--- src/rtl/perf_pkg.sv ---
package perf_pkg;
  typedef enum logic [1:0] {
    OP_INIT  = 2'd0,
    OP_START = 2'd1,
    OP_STOP  = 2'd2,
    OP_READ  = 2'd3
  } perf_op_e;

  typedef enum logic [1:0] {
    WO_IDLE  = 2'd0,
    WO_TOTAL = 2'd1,
    WO_ACTV  = 2'd2
  } wo_state_e;

  localparam int unsigned NUM_CNT = 2;
endpackage

--- src/rtl/perf_cmd_decode.sv ---
module perf_cmd_decode
  import perf_pkg::*;
(
  input  logic       clk,
  input  logic       rst_n,
  input  logic       cmd_valid,
  input  logic [1:0] cmd_op,
  input  logic       busy,
  output logic       cmd_ready,
  output logic       cnt_clear,
  output logic       cnt_step,
  output logic       snap
);
  logic     run_q;
  logic     accept;
  perf_op_e op;

  assign op        = perf_op_e'(cmd_op);
  assign cmd_ready = !busy;
  assign accept    = cmd_valid && cmd_ready;
  assign cnt_clear = accept && (op == OP_INIT || op == OP_START);
  assign snap      = accept && (op == OP_READ);
  assign cnt_step  = run_q && !(accept && op != OP_READ);

  always_ff @(posedge clk) begin
    if (!rst_n) begin
      run_q <= 1'b0;
    end else if (accept) begin
      unique case (op)
        OP_START:         run_q <= 1'b1;
        OP_INIT, OP_STOP: run_q <= 1'b0;
        default:          run_q <= run_q;
      endcase
    end
  end

  AST_STOP_HALTS: assert property (@(posedge clk) disable iff (!rst_n)
    (accept && op == OP_STOP) |=> !cnt_step);
  AST_INIT_HALTS: assert property (@(posedge clk) disable iff (!rst_n)
    (accept && op == OP_INIT) |=> !cnt_step);
endmodule

--- src/rtl/perf_counter.sv ---
module perf_counter #(
  parameter int unsigned CNT_W = 32
) (
  input  logic             clk,
  input  logic             rst_n,
  input  logic             clear,
  input  logic             enable,
  output logic [CNT_W-1:0] count
);
  localparam logic [CNT_W-1:0] ONE = {{(CNT_W-1){1'b0}}, 1'b1};

  always_ff @(posedge clk) begin
    if (!rst_n || clear) count <= '0;
    else if (enable)     count <= count + ONE;
  end

  AST_HOLD_IDLE: assert property (@(posedge clk) disable iff (!rst_n)
    (!clear && !enable) |=> $stable(count));
endmodule

--- src/rtl/perf_writeout.sv ---
module perf_writeout
  import perf_pkg::*;
#(
  parameter int unsigned CNT_W      = 32,
  parameter int unsigned ADDR_W     = 32,
  parameter int unsigned ELEM_BYTES = 4
) (
  input  logic              clk,
  input  logic              rst_n,
  input  logic              snap,
  input  logic [ADDR_W-1:0] base_addr,
  input  logic [CNT_W-1:0]  total_in,
  input  logic [CNT_W-1:0]  active_in,
  output logic              wr_valid,
  input  logic              wr_ready,
  output logic [ADDR_W-1:0] wr_addr,
  output logic [CNT_W-1:0]  wr_data,
  output logic              busy
);
  localparam logic [ADDR_W-1:0] STRIDE = ADDR_W'(ELEM_BYTES);

  wo_state_e         st_q;
  logic [ADDR_W-1:0] base_q;
  logic [CNT_W-1:0]  tot_q;
  logic [CNT_W-1:0]  act_q;
  logic              xfer;

  assign xfer     = wr_valid && wr_ready;
  assign wr_valid = (st_q != WO_IDLE);
  assign busy     = (st_q != WO_IDLE);
  assign wr_addr  = (st_q == WO_ACTV) ? base_q + STRIDE : base_q;
  assign wr_data  = (st_q == WO_ACTV) ? act_q : tot_q;

  always_ff @(posedge clk) begin
    if (!rst_n) begin
      st_q <= WO_IDLE;
    end else begin
      unique case (st_q)
        WO_IDLE:  if (snap) st_q <= WO_TOTAL;
        WO_TOTAL: if (xfer) st_q <= WO_ACTV;
        WO_ACTV:  if (xfer) st_q <= WO_IDLE;
        default:  st_q <= WO_IDLE;
      endcase
    end
  end

  always_ff @(posedge clk) begin
    if (!rst_n) begin
      base_q <= '0;
      tot_q  <= '0;
      act_q  <= '0;
    end else if (snap && st_q == WO_IDLE) begin
      base_q <= base_addr;
      tot_q  <= total_in;
      act_q  <= active_in;
    end
  end

  AST_VALID_HOLD: assert property (@(posedge clk) disable iff (!rst_n)
    (wr_valid && !wr_ready) |=> (wr_valid && $stable(wr_addr) && $stable(wr_data)));
  AST_SECOND_ADDR: assert property (@(posedge clk) disable iff (!rst_n)
    (xfer && st_q == WO_TOTAL) |=> (wr_valid && wr_addr == $past(wr_addr) + STRIDE));
  AST_SNAP_IDLE: assert property (@(posedge clk) disable iff (!rst_n)
    snap |-> !busy);
endmodule

--- src/rtl/perf_activity_counter.sv ---
module perf_activity_counter
  import perf_pkg::*;
#(
  parameter int unsigned CNT_W      = 32,
  parameter int unsigned ADDR_W     = 32,
  parameter int unsigned NPROC      = 8,
  parameter int unsigned ELEM_BYTES = 4
) (
  input  logic              clk,
  input  logic              rst_n,
  input  logic              cmd_valid,
  output logic              cmd_ready,
  input  logic [1:0]        cmd_op,
  input  logic [ADDR_W-1:0] cmd_addr,
  input  logic [NPROC-1:0]  proc_active,
  output logic              wr_valid,
  input  logic              wr_ready,
  output logic [ADDR_W-1:0] wr_addr,
  output logic [CNT_W-1:0]  wr_data,
  output logic              busy
);
  logic                cnt_clear;
  logic                cnt_step;
  logic                snap;
  logic                any_active;
  logic [NUM_CNT-1:0]  en_vec;
  logic [CNT_W-1:0]    cnt_val [NUM_CNT];

  assign any_active = |proc_active;
  assign en_vec[0]  = cnt_step;
  assign en_vec[1]  = cnt_step && any_active;

  perf_cmd_decode u_dec (
    .clk       (clk),
    .rst_n     (rst_n),
    .cmd_valid (cmd_valid),
    .cmd_op    (cmd_op),
    .busy      (busy),
    .cmd_ready (cmd_ready),
    .cnt_clear (cnt_clear),
    .cnt_step  (cnt_step),
    .snap      (snap)
  );

  for (genvar g = 0; g < NUM_CNT; g++) begin : g_cnt
    perf_counter #(.CNT_W(CNT_W)) u_cnt (
      .clk    (clk),
      .rst_n  (rst_n),
      .clear  (cnt_clear),
      .enable (en_vec[g]),
      .count  (cnt_val[g])
    );
  end

  perf_writeout #(
    .CNT_W      (CNT_W),
    .ADDR_W     (ADDR_W),
    .ELEM_BYTES (ELEM_BYTES)
  ) u_wo (
    .clk       (clk),
    .rst_n     (rst_n),
    .snap      (snap),
    .base_addr (cmd_addr),
    .total_in  (cnt_val[0]),
    .active_in (cnt_val[1]),
    .wr_valid  (wr_valid),
    .wr_ready  (wr_ready),
    .wr_addr   (wr_addr),
    .wr_data   (wr_data),
    .busy      (busy)
  );

  AST_ACTIVE_FOLLOWS: assert property (@(posedge clk) disable iff (!rst_n)
    !$stable(cnt_val[1]) |-> !$stable(cnt_val[0]));
  AST_BUSY_BLOCKS: assert property (@(posedge clk) disable iff (!rst_n)
    busy |-> !cmd_ready);
  AST_IDLE_QUIET: assert property (@(posedge clk) disable iff (!rst_n)
    !busy |-> !wr_valid);
endmodule

--- config.mk ---
export PLATFORM = sky130hd
export DESIGN_NAME = perf_activity_counter
export DESIGN_NICKNAME = d
export VERILOG_FILES = /design/src/rtl/perf_pkg.sv /design/src/rtl/perf_cmd_decode.sv /design/src/rtl/perf_counter.sv /design/src/rtl/perf_writeout.sv /design/src/rtl/perf_activity_counter.sv
export SDC_FILE = /design/constraint.sdc
export NUM_CORES = 1
export LEC_CHECK = 0
export ABC_AREA = 1
export BUFFER_PORTS_ARGS = -buffer_cell sky130_fd_sc_hd__buf_4
export CORE_ASPECT_RATIO = 0.6
export CORE_UTILIZATION = 40
export CTS_BUF_LIST = sky130_fd_sc_hd__clkbuf_16
export DETAILED_ROUTE_END_ITERATION = 8
export GPL_TIMING_DRIVEN = 1
export PLACE_DENSITY = 0.56
export SLEW_MARGIN = 25
export SYNTH_ARGS = -nofsm -noshare
export SYNTH_HDL_FRONTEND = slang
export SYNTH_SLANG_ARGS = --single-unit
--- constraint.sdc ---
create_clock -name clk -period 3.1 [get_ports clk]
set_input_delay 0.62 -clock clk [delete_from_list [all_inputs] [get_ports clk]]
set_output_delay 0.62 -clock clk [all_outputs]
set_load 0.005 [all_outputs]
==> report_table.html <==
<table>
<tr><th>Metric</th><th>Value</th></tr>
<tr><th colspan="2">Outcome</th></tr>
<tr><td>Outcome</td><td>completed</td></tr>
<tr><th colspan="2">Cells and area</th></tr>
<tr><td>Post-route cell area</td><td>0.0101 sq mm</td></tr>
<tr><td>Diodes inserted</td><td>0</td></tr>
<tr><td>Number of nets in the layout</td><td>1,403</td></tr>
<tr><td>Final std cells w/o fill</td><td>1,640</td></tr>
<tr><td>Layout fillers</td><td>2,101</td></tr>
<tr><td>Fraction of layout cells with a size suffix above 1</td><td>14.3%</td></tr>
<tr><td>Synthesis-to-finish area growth</td><td>19.4%</td></tr>
<tr><th colspan="2">Power and ir drop</th></tr>
<tr><td>Combinational share of power</td><td>8.7%</td></tr>
<tr><td>Cell leakage power</td><td>3.89 nW</td></tr>
<tr><td>Net Sw Frac</td><td>24.2%</td></tr>
<tr><td>PnR Total Power</td><td>4.85 mW</td></tr>
<tr><td>Clock share of power</td><td>45.9%</td></tr>
<tr><td>Cell area power density</td><td>481 mW/mm^2</td></tr>
<tr><td>Maximum vdd drop</td><td>0.423 mV</td></tr>
<tr><td>Cell internal pwr</td><td>3.68 mW</td></tr>
<tr><td>Sw power</td><td>1.18 mW</td></tr>
<tr><td>Reg power frac</td><td>45.4%</td></tr>
<tr><th colspan="2">Clock network</th></tr>
<tr><td>Number of hold-repair buffers added at the cts stage</td><td>0</td></tr>
<tr><td>Number of clock sinks seen by CTS</td><td>163</td></tr>
<tr><td>Number of levels in the clock H-tree</td><td>4</td></tr>
<tr><td>Worst-skew pair later-pin latency</td><td>0.44 ns</td></tr>
<tr><td>CTS tree</td><td>yes</td></tr>
<tr><td>Worst-path clk slew</td><td>0.06 ns</td></tr>
<tr><td>Total setup buffers inserted after CTS</td><td>0</td></tr>
<tr><td>Clock root cell</td><td>sky130_fd_sc_hd__clkbuf_16</td></tr>
<tr><td>Count of instances resized after the clock tree is built</td><td>0</td></tr>
<tr><td>Total clock buffers created by CTS</td><td>17</td></tr>
<tr><td>Deepest clock path buffer count</td><td>2</td></tr>
<tr><th colspan="2">Flow run</th></tr>
<tr><td>MaxCap Viol Count</td><td>0</td></tr>
<tr><th colspan="2">Floorplan</th></tr>
<tr><td>Horiz. Die Dim</td><td>190 um</td></tr>
<tr><td>Initial core utilization</td><td>41.5%</td></tr>
<tr><td>Ports</td><td>113</td></tr>
<tr><td>Area of the core</td><td>0.0204 sq mm</td></tr>
<tr><td>Row count</td><td>40</td></tr>
<tr><td>Area enclosed by the die boundary</td><td>0.0217 sq mm</td></tr>
<tr><td>Vertical die dimension</td><td>115 um</td></tr>
<tr><th colspan="2">Synthesis</th></tr>
<tr><td>Mean cell area of the mapped netlist</td><td>6.66 sq um</td></tr>
<tr><td>Sequential area share after synthesis</td><td>38.6%</td></tr>
<tr><td>Combined area of all synthesized cells</td><td>0.00845 sq mm</td></tr>
<tr><td>Warning count from the yosys run</td><td>0</td></tr>
<tr><td>Commonest register cell after synthesis</td><td>sky130_fd_sc_hd__dfxtp_1</td></tr>
<tr><td>Distinct cells, synth</td><td>36</td></tr>
<tr><td>Proportion of netlist area held by the largest area contributor</td><td>38.6%</td></tr>
<tr><td>Number of enable flip-flop cells after synthesis</td><td>0</td></tr>
<tr><td>Syn nets</td><td>1,317</td></tr>
<tr><td>Async set or reset register ratio after synthesis</td><td>0%</td></tr>
<tr><td>Top cells by instance count after synthesis</td><td>sky130_fd_sc_hd__nand2_1 (256), sky130_fd_sc_hd__inv_1 (187), sky130_fd_sc_hd__dfxtp_1 (163), sky130_fd_sc_hd__nor2_1 (141), sky130_fd_sc_hd__o21ai_0 (137)</td></tr>
<tr><td>Dominant cell by count in the synthesized netlist</td><td>sky130_fd_sc_hd__nand2_1</td></tr>
<tr><td>Syn Inst Count</td><td>1,268</td></tr>
<tr><td>Area leader, netlist</td><td>sky130_fd_sc_hd__dfxtp_1</td></tr>
<tr><td>Post-synthesis sequential element count</td><td>163</td></tr>
<tr><td>Cells taking the most area after synthesis</td><td>sky130_fd_sc_hd__dfxtp_1 (39%), sky130_fd_sc_hd__nand2_1 (11%), sky130_fd_sc_hd__inv_1 (8.3%)</td></tr>
<tr><th colspan="2">Timing</th></tr>
<tr><td>Worst rel slew slack</td><td>60.9%</td></tr>
<tr><td>Max Clock Skew</td><td>0.0105 ns</td></tr>
<tr><td>Maximum clock rate</td><td>0.355 GHz</td></tr>
<tr><td>PnR worst setup slack</td><td>0.281 ns</td></tr>
<tr><td>Worst slew pin tran</td><td>0.580 ns</td></tr>
<tr><td>Period Utilization, post-route</td><td>90.9%</td></tr>
<tr><td>RSZ-0062 raised after global routing</td><td>no</td></tr>
<tr><td>Final setup viols</td><td>0</td></tr>
<tr><td>Final-report max-slew violation count</td><td>0</td></tr>
<tr><td>Final hold violation count</td><td>0</td></tr>
<tr><td>Post-Route Setup TNS</td><td>0 ns</td></tr>
<tr><td>Final critical delay including setup and external delays</td><td>2.82 ns</td></tr>
<tr><th colspan="2">Drt</th></tr>
<tr><td>Vias per cell</td><td>4.99</td></tr>
<tr><td>Antenna violation net count after detailed routing</td><td>0</td></tr>
<tr><td>DRT Pass-1 Iters</td><td>5</td></tr>
<tr><td>Detailed-route via count</td><td>8,177</td></tr>
<tr><td>Sum of routed wire length over all layers</td><td>24,500 um</td></tr>
<tr><td>Post-detailed-route DRC marker count</td><td>0</td></tr>
<tr><td>Drt wl/cell</td><td>14.9 um</td></tr>
<tr><td>Number of violations reported at the end of detailed-routing iteration 0</td><td>686</td></tr>
<tr><th colspan="2">Worst setup path</th></tr>
<tr><td>Crit-path cells</td><td>ha_1, nand3_1, nor2_1, nand3_2, nor3_2, nand2_1, nand2_1, nand2_1, buf_4</td></tr>
<tr><td>Critical path class</td><td>reg2out</td></tr>
<tr><td>Largest fanout on the critical path</td><td>6</td></tr>
<tr><td>Critical path arrival</td><td>2.20 ns</td></tr>
<tr><td>Critical Path Max Stage Delay</td><td>0.42 ns</td></tr>
<tr><td>Cell type of the slowest stage on the worst timing path</td><td>sky130_fd_sc_hd__dfxtp_1</td></tr>
<tr><td>Required time at the worst-slack endpoint</td><td>2.48 ns</td></tr>
<tr><td>Setup slack of the most critical reg-to-reg path</td><td>1.15 ns</td></tr>
<tr><td>Worst Setup End Kind</td><td>output port</td></tr>
<tr><td>Element type at the critical path start</td><td>flop</td></tr>
<tr><td>Most Frequent Cell on Critical Path</td><td>sky130_fd_sc_hd__nand2_1</td></tr>
<tr><th colspan="2">Placement</th></tr>
<tr><td>Total instance count after detailed placement</td><td>1,608</td></tr>
<tr><td>Post-detail-place hpwl</td><td>18,200 um</td></tr>
<tr><td>Number of buffer cells added on primary ports</td><td>112</td></tr>
<tr><td>Routability congestion estimate from global placement</td><td>0.884</td></tr>
<tr><td>Placed cell area</td><td>0.00948 sq mm</td></tr>
<tr><td>Pre-CTS setup slack</td><td>0.766 ns</td></tr>
<tr><th colspan="2">GRT</th></tr>
<tr><td>Met1 routing resource usage after global routing</td><td>37.6%</td></tr>
<tr><td>Pin count of the biggest net entering global routing</td><td>107</td></tr>
<tr><td>Global-route met3 utilization</td><td>4.38%</td></tr>
<tr><td>GR Overflow Total</td><td>0</td></tr>
<tr><td>Number of antenna violations at the first check in global routing</td><td>0</td></tr>
<tr><td>Layer with the highest usage</td><td>met1</td></tr>
<tr><td>First-pass GRT wire length</td><td>38,600 um</td></tr>
<tr><td>All-layer global routing usage</td><td>23.1%</td></tr>
<tr><td>Global-route met2 utilization</td><td>29.8%</td></tr>
<tr><td>Via count of the first global-routing pass</td><td>7,011</td></tr>
<tr><th colspan="2">Hold path</th></tr>
<tr><td>Worst min-delay path category</td><td>reg2reg</td></tr>
</table>
## path summary, 6_finish.rpt
path | from | to | depth (start not counted)
setup / recovery | u_wo.base_q[2]$_SDFFE_PN0P_ | wr_addr[26] | 9
hold / removal | u_wo.tot_q[8]$_SDFFE_PN0P_ | u_wo.tot_q[8]$_SDFFE_PN0P_ | 2
setup reg to reg | u_wo.st_q[1]$_SDFFE_PN0P_ | g_cnt[1].u_cnt.count[28]$_SDFFE_PP0P_ | 9
hold reg to reg | u_wo.tot_q[8]$_SDFFE_PN0P_ | u_wo.tot_q[8]$_SDFFE_PN0P_ | 2
## sequential cells by signal (all words and copies together) (netlist names)
register and count:
g_cnt.u_cnt.count 64, u_wo.act_q 32, u_wo.base_q 32, u_wo.tot_q 32, u_wo.st_q 2, u_dec.run_q 1
## power by group through the flow
stage	Sequential [mW]	Combinational [mW]	Clock, mW
2_1_floorplan	2.24	0.237	0
3_3_place_gp	2.25	0.423	0
3_5_place_dp	2.25	0.427	0
4_1_cts	2.20	0.428	2.28
5_1_grt	2.21	0.476	2.36
6_report	2.20	0.424	2.23
## area by class of cell
| class | instances | area, sq um | area share (%) |
|---|---|---|---|
| clock buffer | 17 | 425 | 4.22 |
| clock inverter | 15 | 188 | 1.86 |
| inverter | 189 | 713 | 7.07 |
| multi-input combinational | 861 | 4220 | 41.8 |
| sequential | 163 | 3260 | 32.3 |
| tap | 273 | 342 | 3.39 |
| timing repair buffer | 122 | 941 | 9.33 |
## layer usage
layer  up-vias  wire (um)
li1       4226          -
met1      3708      13600
met2       234       8970
met3         9       1740
met4         0        147
met5         -          0
## worst max-delay path, delay by kind of cell, from the launching register on
family | cells | cell delay [ns]
AND/OR/NAND/NOR | 7 | 0.99
flip-flops | 1 | 0.42
adder cells (fa/ha/maj) | 1 | 0.22
buffers and inverters | 1 | 0.13
## stage by stage
stage,hold WS [ns],utilization [%]
after floorplan,0.424,-
after global placement,0.432,46.5
after detailed placement,0.435,46.5
after CTS,0.445,49.5
after global routing,0.460,49.5
final,0.443,49.5
## cell families after synthesis
group,count (synthesis),share of synthesized area [%]
buf+inv,244,11.6
flops,163,38.6
simple gates,557,30.0
compound gates,270,16.2
fa+ha+maj,3,0.444
xor+xnor,31,3.21
## cell usage in the layout, fill, tap and decap left out, drive strengths merged
cell type,netlist,final
buf,24,122
xor2,25,25
a31oi,4,4
dfxtp,163,163
nor2,162,162
bufinv,0,4
nor3b,3,3
clkinvlp,0,2
ha,3,3
nor3,16,16
inv,188,190
o21ai,139,139
clkinv,1,8
xnor2,6,6
clkbuf,31,17
nand2,262,262
or2,2,2
a211oi,1,1
nand3,80,80
a21oi,125,125
nand4,32,32
o21a,1,1
No activity file was read; power rests on OpenSTA's default activity.
